$ cat src/rtl/stw_pkg.sv
package stw_pkg;

    localparam int WORD_W      = 64;
    localparam int ENTRY_BYTES = 64;
    localparam int DESC_BYTES  = 64;
    localparam int DIR_BYTES   = 8;

    localparam int ENTRY_SH = $clog2(ENTRY_BYTES);
    localparam int DESC_SH  = $clog2(DESC_BYTES);
    localparam int DIR_SH   = $clog2(DIR_BYTES);

    localparam int ENTRY_BEATS = ENTRY_BYTES * 8 / WORD_W;
    localparam int DESC_BEATS  = DESC_BYTES * 8 / WORD_W;
    localparam int DIR_BEATS   = DIR_BYTES * 8 / WORD_W;

    localparam int BEAT_W    = 4;
    localparam int KEEP_WORDS = 4;   // entry words 0..3 carry every field used
    localparam int TTB_SH    = 12;   // translation bases are 4 KiB aligned

    typedef enum logic [2:0] {
        FLT_NONE  = 3'd0,
        FLT_RANGE = 3'd1,
        FLT_DIR   = 3'd2,
        FLT_ENTRY = 3'd3,
        FLT_DESC  = 3'd4
    } fault_e;

    typedef enum logic [2:0] {
        W_IDLE,
        W_LAUNCH,
        W_DIR,
        W_ENTRY,
        W_DESC,
        W_RESP
    } walk_e;

    typedef struct packed {
        logic s2_on;
        logic s1_on;
        logic valid;
    } entry_ctl_t;

    function automatic entry_ctl_t decode_ctl(input logic [2:0] low_bits);
        entry_ctl_t c;
        c.valid = low_bits[0];
        c.s1_on = low_bits[1];
        c.s2_on = low_bits[2];
        return c;
    endfunction

    function automatic logic [BEAT_W-1:0] beats_of(input int n);
        return BEAT_W'(n);
    endfunction

endpackage

$ cat src/rtl/stw_addr_calc.sv
module stw_addr_calc
    import stw_pkg::*;
#(
    parameter int SID_W   = 16,
    parameter int SSID_W  = 12,
    parameter int ADDR_W  = 48,
    parameter int SPLIT_W = 8,
    parameter int LSZ_W   = 5
) (
    input  logic [ADDR_W-1:0] base,
    input  logic              two_level,
    input  logic [LSZ_W-1:0]  log2size,
    input  logic [SID_W-1:0]  sid,
    input  logic [SSID_W-1:0] ssid,
    input  logic [ADDR_W-1:0] dir_word,
    input  logic [ADDR_W-1:0] ctx_word,
    output logic              out_of_range,
    output logic [ADDR_W-1:0] dir_addr,
    output logic [ADDR_W-1:0] entry_addr,
    output logic [ADDR_W-1:0] desc_addr
);

    localparam bit HAS_DIR = (SID_W > SPLIT_W);
    localparam int HI_W    = HAS_DIR ? (SID_W - SPLIT_W) : 1;
    localparam int LO_W    = HAS_DIR ? SPLIT_W : SID_W;

    localparam logic [ADDR_W-1:0] ENTRY_MASK = ~((ADDR_W'(1) << ENTRY_SH) - ADDR_W'(1));
    localparam logic [ADDR_W-1:0] DESC_MASK  = ~((ADDR_W'(1) << DESC_SH) - ADDR_W'(1));

    logic [HI_W-1:0]   hi_idx;
    logic [LO_W-1:0]   lo_idx;
    logic [ADDR_W-1:0] leaf_base;

    generate
        if (HAS_DIR) begin : g_split
            assign hi_idx = sid[SID_W-1:SPLIT_W];
            assign lo_idx = sid[SPLIT_W-1:0];
        end else begin : g_flat_only
            assign hi_idx = '0;
            assign lo_idx = sid;
        end
    endgenerate

    always_comb begin
        if (int'(log2size) >= SID_W) begin
            out_of_range = 1'b0;
        end else begin
            out_of_range = ((sid >> log2size) != '0);
        end
    end

    assign leaf_base = dir_word & ENTRY_MASK;
    assign dir_addr  = base + (ADDR_W'(hi_idx) << DIR_SH);

    always_comb begin
        if (two_level) begin
            entry_addr = leaf_base + (ADDR_W'(lo_idx) << ENTRY_SH);
        end else begin
            entry_addr = base + (ADDR_W'(sid) << ENTRY_SH);
        end
    end

    assign desc_addr = (ctx_word & DESC_MASK) + (ADDR_W'(ssid) << DESC_SH);

endmodule

$ cat src/rtl/stw_fetch.sv
module stw_fetch
    import stw_pkg::*;
#(
    parameter int ADDR_W    = 48,
    parameter int CAP_WORDS = KEEP_WORDS
) (
    input  logic                             clk,
    input  logic                             rst,
    input  logic                             start,
    input  logic [ADDR_W-1:0]                start_addr,
    input  logic [BEAT_W-1:0]                start_beats,
    output logic                             rd_req_valid,
    input  logic                             rd_req_ready,
    output logic [ADDR_W-1:0]                rd_req_addr,
    output logic [BEAT_W-1:0]                rd_req_beats,
    input  logic                             rd_data_valid,
    input  logic [WORD_W-1:0]                rd_data,
    output logic                             done,
    output logic [CAP_WORDS-1:0][WORD_W-1:0] words
);

    typedef enum logic [1:0] {F_IDLE, F_REQ, F_DATA} fetch_e;

    fetch_e            st;
    logic [BEAT_W-1:0] cnt;
    logic [BEAT_W-1:0] total;
    logic [ADDR_W-1:0] addr_q;
    logic              done_q;
    logic [WORD_W-1:0] keep_q [CAP_WORDS];

    always_ff @(posedge clk) begin
        if (rst) begin
            st     <= F_IDLE;
            cnt    <= '0;
            total  <= '0;
            addr_q <= '0;
            done_q <= 1'b0;
        end else begin
            done_q <= 1'b0;
            case (st)
                F_IDLE: begin
                    if (start) begin
                        addr_q <= start_addr;
                        total  <= start_beats;
                        cnt    <= '0;
                        st     <= F_REQ;
                    end
                end
                F_REQ: begin
                    if (rd_req_ready) begin
                        st <= F_DATA;
                    end
                end
                F_DATA: begin
                    if (rd_data_valid) begin
                        cnt <= cnt + BEAT_W'(1);
                        if (cnt == total - BEAT_W'(1)) begin
                            st     <= F_IDLE;
                            done_q <= 1'b1;
                        end
                    end
                end
                default: st <= F_IDLE;
            endcase
        end
    end

    always_ff @(posedge clk) begin
        if (rst) begin
            for (int i = 0; i < CAP_WORDS; i++) begin
                keep_q[i] <= '0;
            end
        end else if (st == F_DATA && rd_data_valid) begin
            for (int i = 0; i < CAP_WORDS; i++) begin
                if (cnt == BEAT_W'(i)) begin
                    keep_q[i] <= rd_data;
                end
            end
        end
    end

    generate
        for (genvar g = 0; g < CAP_WORDS; g++) begin : g_out
            assign words[g] = keep_q[g];
        end
    endgenerate

    assign rd_req_valid = (st == F_REQ);
    assign rd_req_addr  = addr_q;
    assign rd_req_beats = total;
    assign done         = done_q;

    assert_req_hold_R11: assert property (@(posedge clk) disable iff (rst)
        rd_req_valid && !rd_req_ready |=> rd_req_valid && $stable(rd_req_addr) && $stable(rd_req_beats))
        else $error("read request dropped or changed before grant");

    assert_no_stray_beat_R11: assert property (@(posedge clk) disable iff (rst)
        rd_data_valid |-> (st == F_DATA))
        else $error("data beat arrived with no read outstanding");

endmodule

$ cat src/rtl/stream_walker.sv
module stream_walker
    import stw_pkg::*;
#(
    parameter int SID_W   = 16,
    parameter int SSID_W  = 12,
    parameter int ADDR_W  = 48,
    parameter int SPLIT_W = 8,
    parameter int VMID_W  = 16,
    localparam int LSZ_W  = $clog2(SID_W + 1)
) (
    input  logic              clk,
    input  logic              rst,
    input  logic [ADDR_W-1:0] cfg_table_base,
    input  logic              cfg_two_level,
    input  logic [LSZ_W-1:0]  cfg_log2size,
    input  logic              req_valid,
    output logic              req_ready,
    input  logic [SID_W-1:0]  req_sid,
    input  logic [SSID_W-1:0] req_ssid,
    output logic              resp_valid,
    input  logic              resp_ready,
    output logic              resp_fault,
    output logic [2:0]        resp_fault_code,
    output logic              resp_bypass,
    output logic [1:0]        resp_cfg,
    output logic [VMID_W-1:0] resp_vmid,
    output logic [ADDR_W-1:0] resp_s1_ttb,
    output logic [ADDR_W-1:0] resp_s2_ttb,
    output logic              rd_req_valid,
    input  logic              rd_req_ready,
    output logic [ADDR_W-1:0] rd_req_addr,
    output logic [3:0]        rd_req_beats,
    input  logic              rd_data_valid,
    input  logic [63:0]       rd_data
);

    localparam logic [ADDR_W-1:0] TTB_MASK = ~((ADDR_W'(1) << TTB_SH) - ADDR_W'(1));

    walk_e             st;
    logic [SID_W-1:0]  sid_q;
    logic [SSID_W-1:0] ssid_q;
    fault_e            fault_q;
    logic              bypass_q;
    logic [1:0]        cfg_q;
    logic [VMID_W-1:0] vmid_q;
    logic [ADDR_W-1:0] s1_q;
    logic [ADDR_W-1:0] s2_q;

    logic                             f_start;
    logic [ADDR_W-1:0]                f_addr;
    logic [BEAT_W-1:0]                f_beats;
    logic                             f_done;
    logic [KEEP_WORDS-1:0][WORD_W-1:0] f_words;

    logic              oor;
    logic [ADDR_W-1:0] dir_addr;
    logic [ADDR_W-1:0] entry_addr;
    logic [ADDR_W-1:0] desc_addr;
    entry_ctl_t        ctl;

    logic unused_hi;
    assign unused_hi = ^{f_words[0][WORD_W-1:ADDR_W], f_words[1][WORD_W-1:ADDR_W],
                         f_words[2][WORD_W-1:ADDR_W], f_words[3][WORD_W-1:VMID_W]};

    assign ctl = decode_ctl(f_words[0][2:0]);

    stw_addr_calc #(
        .SID_W   (SID_W),
        .SSID_W  (SSID_W),
        .ADDR_W  (ADDR_W),
        .SPLIT_W (SPLIT_W),
        .LSZ_W   (LSZ_W)
    ) u_addr (
        .base         (cfg_table_base),
        .two_level    (cfg_two_level),
        .log2size     (cfg_log2size),
        .sid          (sid_q),
        .ssid         (ssid_q),
        .dir_word     (f_words[0][ADDR_W-1:0]),
        .ctx_word     (f_words[1][ADDR_W-1:0]),
        .out_of_range (oor),
        .dir_addr     (dir_addr),
        .entry_addr   (entry_addr),
        .desc_addr    (desc_addr)
    );

    stw_fetch #(
        .ADDR_W    (ADDR_W),
        .CAP_WORDS (KEEP_WORDS)
    ) u_fetch (
        .clk           (clk),
        .rst           (rst),
        .start         (f_start),
        .start_addr    (f_addr),
        .start_beats   (f_beats),
        .rd_req_valid  (rd_req_valid),
        .rd_req_ready  (rd_req_ready),
        .rd_req_addr   (rd_req_addr),
        .rd_req_beats  (rd_req_beats),
        .rd_data_valid (rd_data_valid),
        .rd_data       (rd_data),
        .done          (f_done),
        .words         (f_words)
    );

    // fetch launch: one chained read per walk step
    always_comb begin
        f_start = 1'b0;
        f_addr  = entry_addr;
        f_beats = beats_of(ENTRY_BEATS);
        case (st)
            W_LAUNCH: begin
                f_start = !oor;
                if (cfg_two_level) begin
                    f_addr  = dir_addr;
                    f_beats = beats_of(DIR_BEATS);
                end
            end
            W_DIR: begin
                f_start = f_done && ctl.valid;
            end
            W_ENTRY: begin
                f_start = f_done && ctl.valid && ctl.s1_on;
                f_addr  = desc_addr;
                f_beats = beats_of(DESC_BEATS);
            end
            default: ;
        endcase
    end

    always_ff @(posedge clk) begin
        if (rst) begin
            st       <= W_IDLE;
            sid_q    <= '0;
            ssid_q   <= '0;
            fault_q  <= FLT_NONE;
            bypass_q <= 1'b0;
            cfg_q    <= '0;
            vmid_q   <= '0;
            s1_q     <= '0;
            s2_q     <= '0;
        end else begin
            case (st)
                W_IDLE: begin
                    if (req_valid) begin
                        sid_q    <= req_sid;
                        ssid_q   <= req_ssid;
                        fault_q  <= FLT_NONE;
                        bypass_q <= 1'b0;
                        cfg_q    <= '0;
                        vmid_q   <= '0;
                        s1_q     <= '0;
                        s2_q     <= '0;
                        st       <= W_LAUNCH;
                    end
                end
                W_LAUNCH: begin
                    if (oor) begin
                        fault_q <= FLT_RANGE;
                        st      <= W_RESP;
                    end else begin
                        st <= cfg_two_level ? W_DIR : W_ENTRY;
                    end
                end
                W_DIR: begin
                    if (f_done) begin
                        if (!ctl.valid) begin
                            fault_q <= FLT_DIR;
                            st      <= W_RESP;
                        end else begin
                            st <= W_ENTRY;
                        end
                    end
                end
                W_ENTRY: begin
                    if (f_done) begin
                        if (!ctl.valid) begin
                            fault_q <= FLT_ENTRY;
                            st      <= W_RESP;
                        end else begin
                            cfg_q  <= {ctl.s2_on, ctl.s1_on};
                            vmid_q <= f_words[3][VMID_W-1:0];
                            s2_q   <= ctl.s2_on ? (f_words[2][ADDR_W-1:0] & TTB_MASK) : '0;
                            if (ctl.s1_on) begin
                                st <= W_DESC;
                            end else begin
                                bypass_q <= !ctl.s2_on;
                                st       <= W_RESP;
                            end
                        end
                    end
                end
                W_DESC: begin
                    if (f_done) begin
                        if (!ctl.valid) begin
                            fault_q <= FLT_DESC;
                            cfg_q   <= '0;
                            vmid_q  <= '0;
                            s2_q    <= '0;
                        end else begin
                            s1_q <= f_words[1][ADDR_W-1:0] & TTB_MASK;
                        end
                        st <= W_RESP;
                    end
                end
                W_RESP: begin
                    if (resp_ready) begin
                        st <= W_IDLE;
                    end
                end
                default: st <= W_IDLE;
            endcase
        end
    end

    assign req_ready       = (st == W_IDLE);
    assign resp_valid      = (st == W_RESP);
    assign resp_fault      = (fault_q != FLT_NONE);
    assign resp_fault_code = fault_q;
    assign resp_bypass     = bypass_q;
    assign resp_cfg        = cfg_q;
    assign resp_vmid       = vmid_q;
    assign resp_s1_ttb     = s1_q;
    assign resp_s2_ttb     = s2_q;

    assert_resp_stable_R10: assert property (@(posedge clk) disable iff (rst)
        resp_valid && !resp_ready |=> resp_valid && $stable(resp_fault_code) && $stable(resp_bypass)
            && $stable(resp_cfg) && $stable(resp_vmid) && $stable(resp_s1_ttb) && $stable(resp_s2_ttb))
        else $error("pending response changed");

    assert_no_read_in_resp_R10: assert property (@(posedge clk) disable iff (rst)
        resp_valid |-> !rd_req_valid)
        else $error("memory read issued while response pending");

    assert_fault_clean_R5: assert property (@(posedge clk) disable iff (rst)
        resp_valid && resp_fault |-> !resp_bypass && resp_vmid == '0 && resp_cfg == '0
            && resp_s1_ttb == '0 && resp_s2_ttb == '0)
        else $error("faulted response carries field data");

    assert_bypass_clean_R7: assert property (@(posedge clk) disable iff (rst)
        resp_valid && resp_bypass |-> resp_s1_ttb == '0 && resp_s2_ttb == '0 && resp_cfg == '0)
        else $error("bypass response carries stage data");

endmodule

$ cat config.mk
export PLATFORM = sky130hd
export DESIGN_NAME = stream_walker
export DESIGN_NICKNAME = d
export VERILOG_FILES = /design/src/rtl/stw_pkg.sv /design/src/rtl/stw_addr_calc.sv /design/src/rtl/stw_fetch.sv /design/src/rtl/stream_walker.sv
export SDC_FILE = /design/constraint.sdc
export NUM_CORES = 1
export LEC_CHECK = 0
export ABC_AREA = 1
export BUFFER_PORTS_ARGS = -buffer_cell sky130_fd_sc_hd__buf_2
export CORE_AREA = 4 4 230 232
export CTS_BUF_LIST = sky130_fd_sc_hd__clkbuf_2
export CTS_CLUSTER_DIAMETER = 100
export DETAILED_ROUTE_END_ITERATION = 16
export DIE_AREA = 0 0 234 236
export GPL_TIMING_DRIVEN = 0
export RECOVER_POWER = 25
export SYNTH_ARGS = -nofsm -noshare
export SYNTH_HDL_FRONTEND = slang
export SYNTH_SLANG_ARGS = --single-unit
$ cat constraint.sdc
create_clock -name clk -period 2.7 [get_ports clk]
set_clock_uncertainty 0.15 [all_clocks]
set_input_delay 0.135 -clock clk [delete_from_list [all_inputs] [get_ports clk]]
set_output_delay 0.135 -clock clk [all_outputs]
set_load 0.02 [all_outputs]
After elaboration in Yosys (flattened, before gate mapping)
Memory sizes are Yosys's and may differ from the RTL's.
Cells that the tools add are included.
Word-level totals
  logic and storage cells: 166
  bits in registers: 208
  input bits: 152
  memories: 1
  output and inout port bits: 174
  bits in writable memories: 256
Memories
  u_fetch.keep_q: depth 4, width 64, read ports 4, clocked after Yosys merged registers in 0, write ports 4, RTL line stw_fetch.sv:29  | logic [WORD_W-1:0] keep_q [CAP_WORDS];
Operators by class
  shift-type cells: 1
  bitwise logic cells: 6
  add/subtract/negate cells: 6
  equal/unequal tests: 27
  order comparisons: 1
  reduce and logical (&&, ||, !) cells: 25
  mux-type cells: 85
Operators with widths (count)
  $mux 48: 10
  $mux 64: 4
  $pmux 48 s2: 2
  $pmux 48 s3: 1
  $mux 16: 5
  $add 48x11->48: 1
  $add 48x14->48: 1
  $add 48x18->48: 1
  $add 48x22->48: 1
  $pmux 16 s3: 1
  $mux 3: 15
  $mux 1: 27
  $ne 2x2->1 const B: 10
  $mux 2: 9
  $pmux 3 s6: 1
  $mux 4: 4
  $reduce_bool 16->1: 1
  $shr 16x5->16: 1
  $pmux 3 s5: 1
  $ne 2x1->1 const B: 6
  $pmux 2 s3: 2
  $reduce_and 5->1: 2
  $reduce_and 9->1: 1
  $eq 4x2->1 const B: 2
  28 further kinds: 42

Longest topological paths before layout
  depth in word-level cells: 7
  mapped depth: 19
  mapped depth without buffers: 19

Modules after synthesis
From an unflattened synthesis, not the netlist that was laid out.
Second synthesis, totals
  cell total of the unflattened synthesis: 3564
  area, all modules: 26213.9 um2
By module, submodules not included
  stw_fetch: seq. area each 8868.5 um2, area each 11533.6 um2, instances 1, cells an instance 914
  stw_addr_calc: seq. area each 0.0 um2, area each 7454.6 um2, instances 1, cells an instance 1557
  stream_walker: seq. area each 2502.4 um2, area each 7225.7 um2, instances 1, cells an instance 1093

Worst setup path before layout
Ideal clock, no wire load.
  path type: reg-to-reg
  from: register ssid_q[0]
  to: register u_fetch.addr_q[46], in the netlist u_fetch.rd_req_addr[46]
  library setup time: 115 ps
  stages on the path, launching flop included: 18
  clock period less this slack: 2507 ps
  data arrival time: 2243 ps
  path buffers: 0
  required time: 2435 ps
  slack: 193 ps
  path through: dfxtp_1 -> ha_1 -> inv_1 -> fa_1 -> inv_1 -> nand2_1 -> o21ai_0 -> nand2_1 -> nand2_1 -> inv_1 -> o21ai_0 -> nand3_1 -> nand2_1 -> nand2_1 -> nand3_1 -> nand3_1 -> nor2_1 -> nor2_1
On the way
  word-level cells in the longest chain between the ends: 2
RTL lines
  start, declared: RTL line stream_walker.sv:41  | logic [SSID_W-1:0] ssid_q;
  start signal, assigned: RTL line stream_walker.sv:147  | ssid_q <= req_ssid;
  $add 48x18->48: RTL line stw_addr_calc.sv:63  | assign desc_addr = (ctx_word & DESC_MASK) + (ADDR_W'(ssid) << DESC_SH);
  $pmux 48 s2: RTL line stream_walker.sv:111  | case (st)
  end signal, assigned: RTL line stw_fetch.sv:43  | addr_q <= start_addr;
  end, declared: RTL line stw_fetch.sv:27  | logic [ADDR_W-1:0] addr_q;
Every way passes these cells.
A chain may end at the register's enable or synchronous reset.

Worst setup path after layout
Same ends and word-level chain as after synthesis.

==> impl_metrics.csv <==
group,metric,value,unit
run_status,status,"finished, violations left",
run_status,violations,"setup timing",
global_routing,grt_max_degree,37,
clock_network,clockBufferDepth,3,
cells_and_area,drive_gt1_share,19.6,%
power_and_ir_drop,max-vdd-ir-drop,0.294,mV
floorplanning,core_area,51000,sq um
place,hpwlAfterDp,70900,microns
timing,tns,-76.4,ps
setup_path,critical-path-max-stage-delay,350,ps
cells_and_area,fin_util,55.0,%
timing,final-hold-violation-count,0,
logic_synthesis,synthCells,3037,
place,place_ws,-1010,ps
hold_path,hold_path_class,"in2reg",
routing,wire_per_inst,20.7,microns
routing,routed_wl,92900,microns
floorplanning,initial_core_util,39.6,%
timing,final_max_slew_viol_count,0,
logic_synthesis,yosysMostFrequentCell,"nand2_1",
timing,fmax,364,MHz
place,gp_congestion,1.11,
logic_synthesis,ys_seq_area_share,38.7,%
setup_path,crit_family,"simple AND/OR/NAND/NOR gates",
global_routing,antenna_found_initial,2,
power_and_ir_drop,p_per_area,636,nW/um^2
floorplanning,design.portCount,326,
floorplanning,dieArea,55200,sq um
cells_and_area,fin_nets,3952,
global_routing,grt_pass1_wl,135000,microns
power_and_ir_drop,power_leakage,12.3,nW
timing,fin_crit,2750,ps
logic_synthesis,async_flop_share,0,%
routing,drc,0,
logic_synthesis,netlist_top_cells_count,"940 x nand2_1, 389 x nor2_1, 328 x nand3_1",
setup_path,arrival,3480,ps
logic_synthesis,synth.cell_area,20200,sq um
logic_synthesis,ys_seq_elements,321,
floorplanning,die_y,236,microns
job,maxCapViolCount,0,
logic_synthesis,avgSynthCellArea,6.64,sq um
logic_synthesis,yosysTopAreaCellShare,20.7,%
setup_path,cp-end-kind,"flip-flop",
cells_and_area,instances_no_fill,4494,
logic_synthesis,synth_top_cell_by_area,"edfxtp_1",
clock_network,clk_latency,1180,ps
timing,post-route-period-util,102,%
routing,first_iter_violations,1960,
clock_network,cts_tree,"built",
global_routing,gr-total-overflow,0,
setup_path,start_kind,"flip-flop",
logic_synthesis,ys_types,47,
timing,worst_pin_slew,1090,ps
routing,ant_nets,0,
logic_synthesis,ys.flop_type,"dfxtp_1",
routing,first_pass_iters,5,
setup_path,path_cells,"ha_2 > inv_2 > fa_2 > inv_2 > nand2_4 > o21ai_4 > nand2_1 > nand2_2 > inv_2 > o21ai_4 > nand3_2 > nand2_2 > nand2_2 > nand3_4 > nand3_2 > nor2_2 > nor2_1",
setup_path,cp_slowest_cell,"dfxtp_2",
place,place_inst,4026,
clock_network,root_buffer,"clkbuf_2",
floorplanning,die_x,234,microns
place,portBuffers,282,
global_routing,grt_pass1_vias,22794,
logic_synthesis,synthTopCellsByArea,"edfxtp_1 21%, dfxtp_1 18%, nand2_1 17%",
setup_path,path_buf_inv,3,
clock_network,clkSlewWorstSetupHoldPaths,110,ps
timing,rsz0062_at_grt,"yes",
global_routing,grt_usage,32.4,%
clock_network,cts_sinks,321,
timing,slew-limit-headroom,27.2,%
setup_path,worst-path-max-fanout,5,
logic_synthesis,synth_edf_count,139,
cells_and_area,area_delta_synth_final,38.9,%
logic_synthesis,synth_warnings,0,
timing,setup_ws,-47.2,ps
setup_path,worstSetupPathType,"reg2reg",
setup_path,required,3430,ps
routing,vias,23579,
timing,setup_violations,3,
routing,vias_per_cell,5.25,
clock_network,cts_buffers,84,
clock_network,h-tree-depth,3,
floorplanning,row_count,83,
path summary, 6_finish.rpt:
kind,from,endpoint,slack (ps),cells past startpoint
worst max-delay path,ssid_q[0],u_fetch.rd_req_addr[46],-50,17
worst min-delay path,req_valid,sid_q[1],90,5
worst max register to register,ssid_q[0],u_fetch.rd_req_addr[46],-50,17
worst min register to register,u_fetch.rd_req_addr[12],u_fetch.rd_req_addr[12],300,2
state kept, by name, indices dropped and copies added, names as in the netlist:
signal,flops
resp_vmid,16
resp_bypass,1
u_fetch.cnt,4
ssid_q,12
u_fetch.rd_req_addr,48
resp_s2_ttb,36
resp_s1_ttb,36
u_fetch.rd_req_beats,2
u_fetch.keep_q,139
st,3
resp_fault_code,3
u_fetch.st,2
resp_cfg,2
u_fetch.done,1
sid_q,16
kinds of logic (layout without fill, tap and decap cells):
logic type	Yosys count	in the layout	share of synthesized area (%)
AO/OA/AOI/OAI	389	389	10.2
XOR/XNOR	29	29	1.26
adder cells (fa/ha/maj)	52	52	3.37
buffers and inverters	442	1191	9.13
flip-flops	321	321	38.7
other	1	28	0.0186
AND/OR/NAND/NOR	1803	1804	37.3
report_power, final:
part           internal [W]  switching, W  total, W
sequential          0.00557      0.000507   0.00608
clock               0.00138       0.00223   0.00361
combinational       0.00276       0.00538   0.00815
stage by stage:
step | power [W] | hold WS [ps] | instance area, sq um
final | 0.0178 | 93.1 | 28000
after global routing | 0.0188 | 92.0 | 28000
after CTS | 0.0172 | -412 | 27100
after detailed placement | 0.0125 | 209 | 22600
after global placement | 0.0125 | 203 | 22500
after floorplan | 0.0100 | 116 | 20300
layout make-up:
class / instances / area [sq um]
well taps: 680 / 851
fillers: 5129 / 23000
clock inverters: 22 / 139
inverters: 320 / 1210
plain buffers: 121 / 687
multi-input cells: 2300 / 12200
diodes: 2 / 5.00
repair buffers: 600 / 4380
clock buffers: 128 / 641
flip-flops and latches: 321 / 7870
placed cells by master (no fill, tap or decap), types with 40 or more instances in the layout:
cell and count:
o21ai_0 80, nand2_1 869, nand2_2 52, edfxtp_1 139, clkbuf_2 132, o21ai_1 41
a21oi_1 190, dfxtp_1 165, clkbuf_1 175, buf_4 75, nand4_1 46, nand3_1 277
dlygate4sd3_1 264, nand3_2 40, nor3_1 40, nor2_1 352, buf_2 172, inv_1 295
worst min-delay path, delay by kind of cell:
kind	cells	cell delay [ps]
buffers and inverters	3	930
and+or+nand+nor	1	100
AOI/OAI and AO/OA	1	210
metal layers:
layer  GRT usage [%]  share of wire, %  vias to the layer above
li1                -                 -                    11332
met1            40.9                41                    10977
met2            53.8                47                      998
met3            4.89               6.5                      272
met4            16.1               5.9                        0
met5               0                 0                        -
repair_timing:
action                                 CTS  global route
setup endpoints to repair              152            80
pin swaps                               39            52
hold buffers                           264             1
endpoints found under the hold margin  408             1
setup buffers                           30            22
cloned                                   0             1
resized for setup                      220           223
Note: power is estimated with default switching activity, not from simulation.
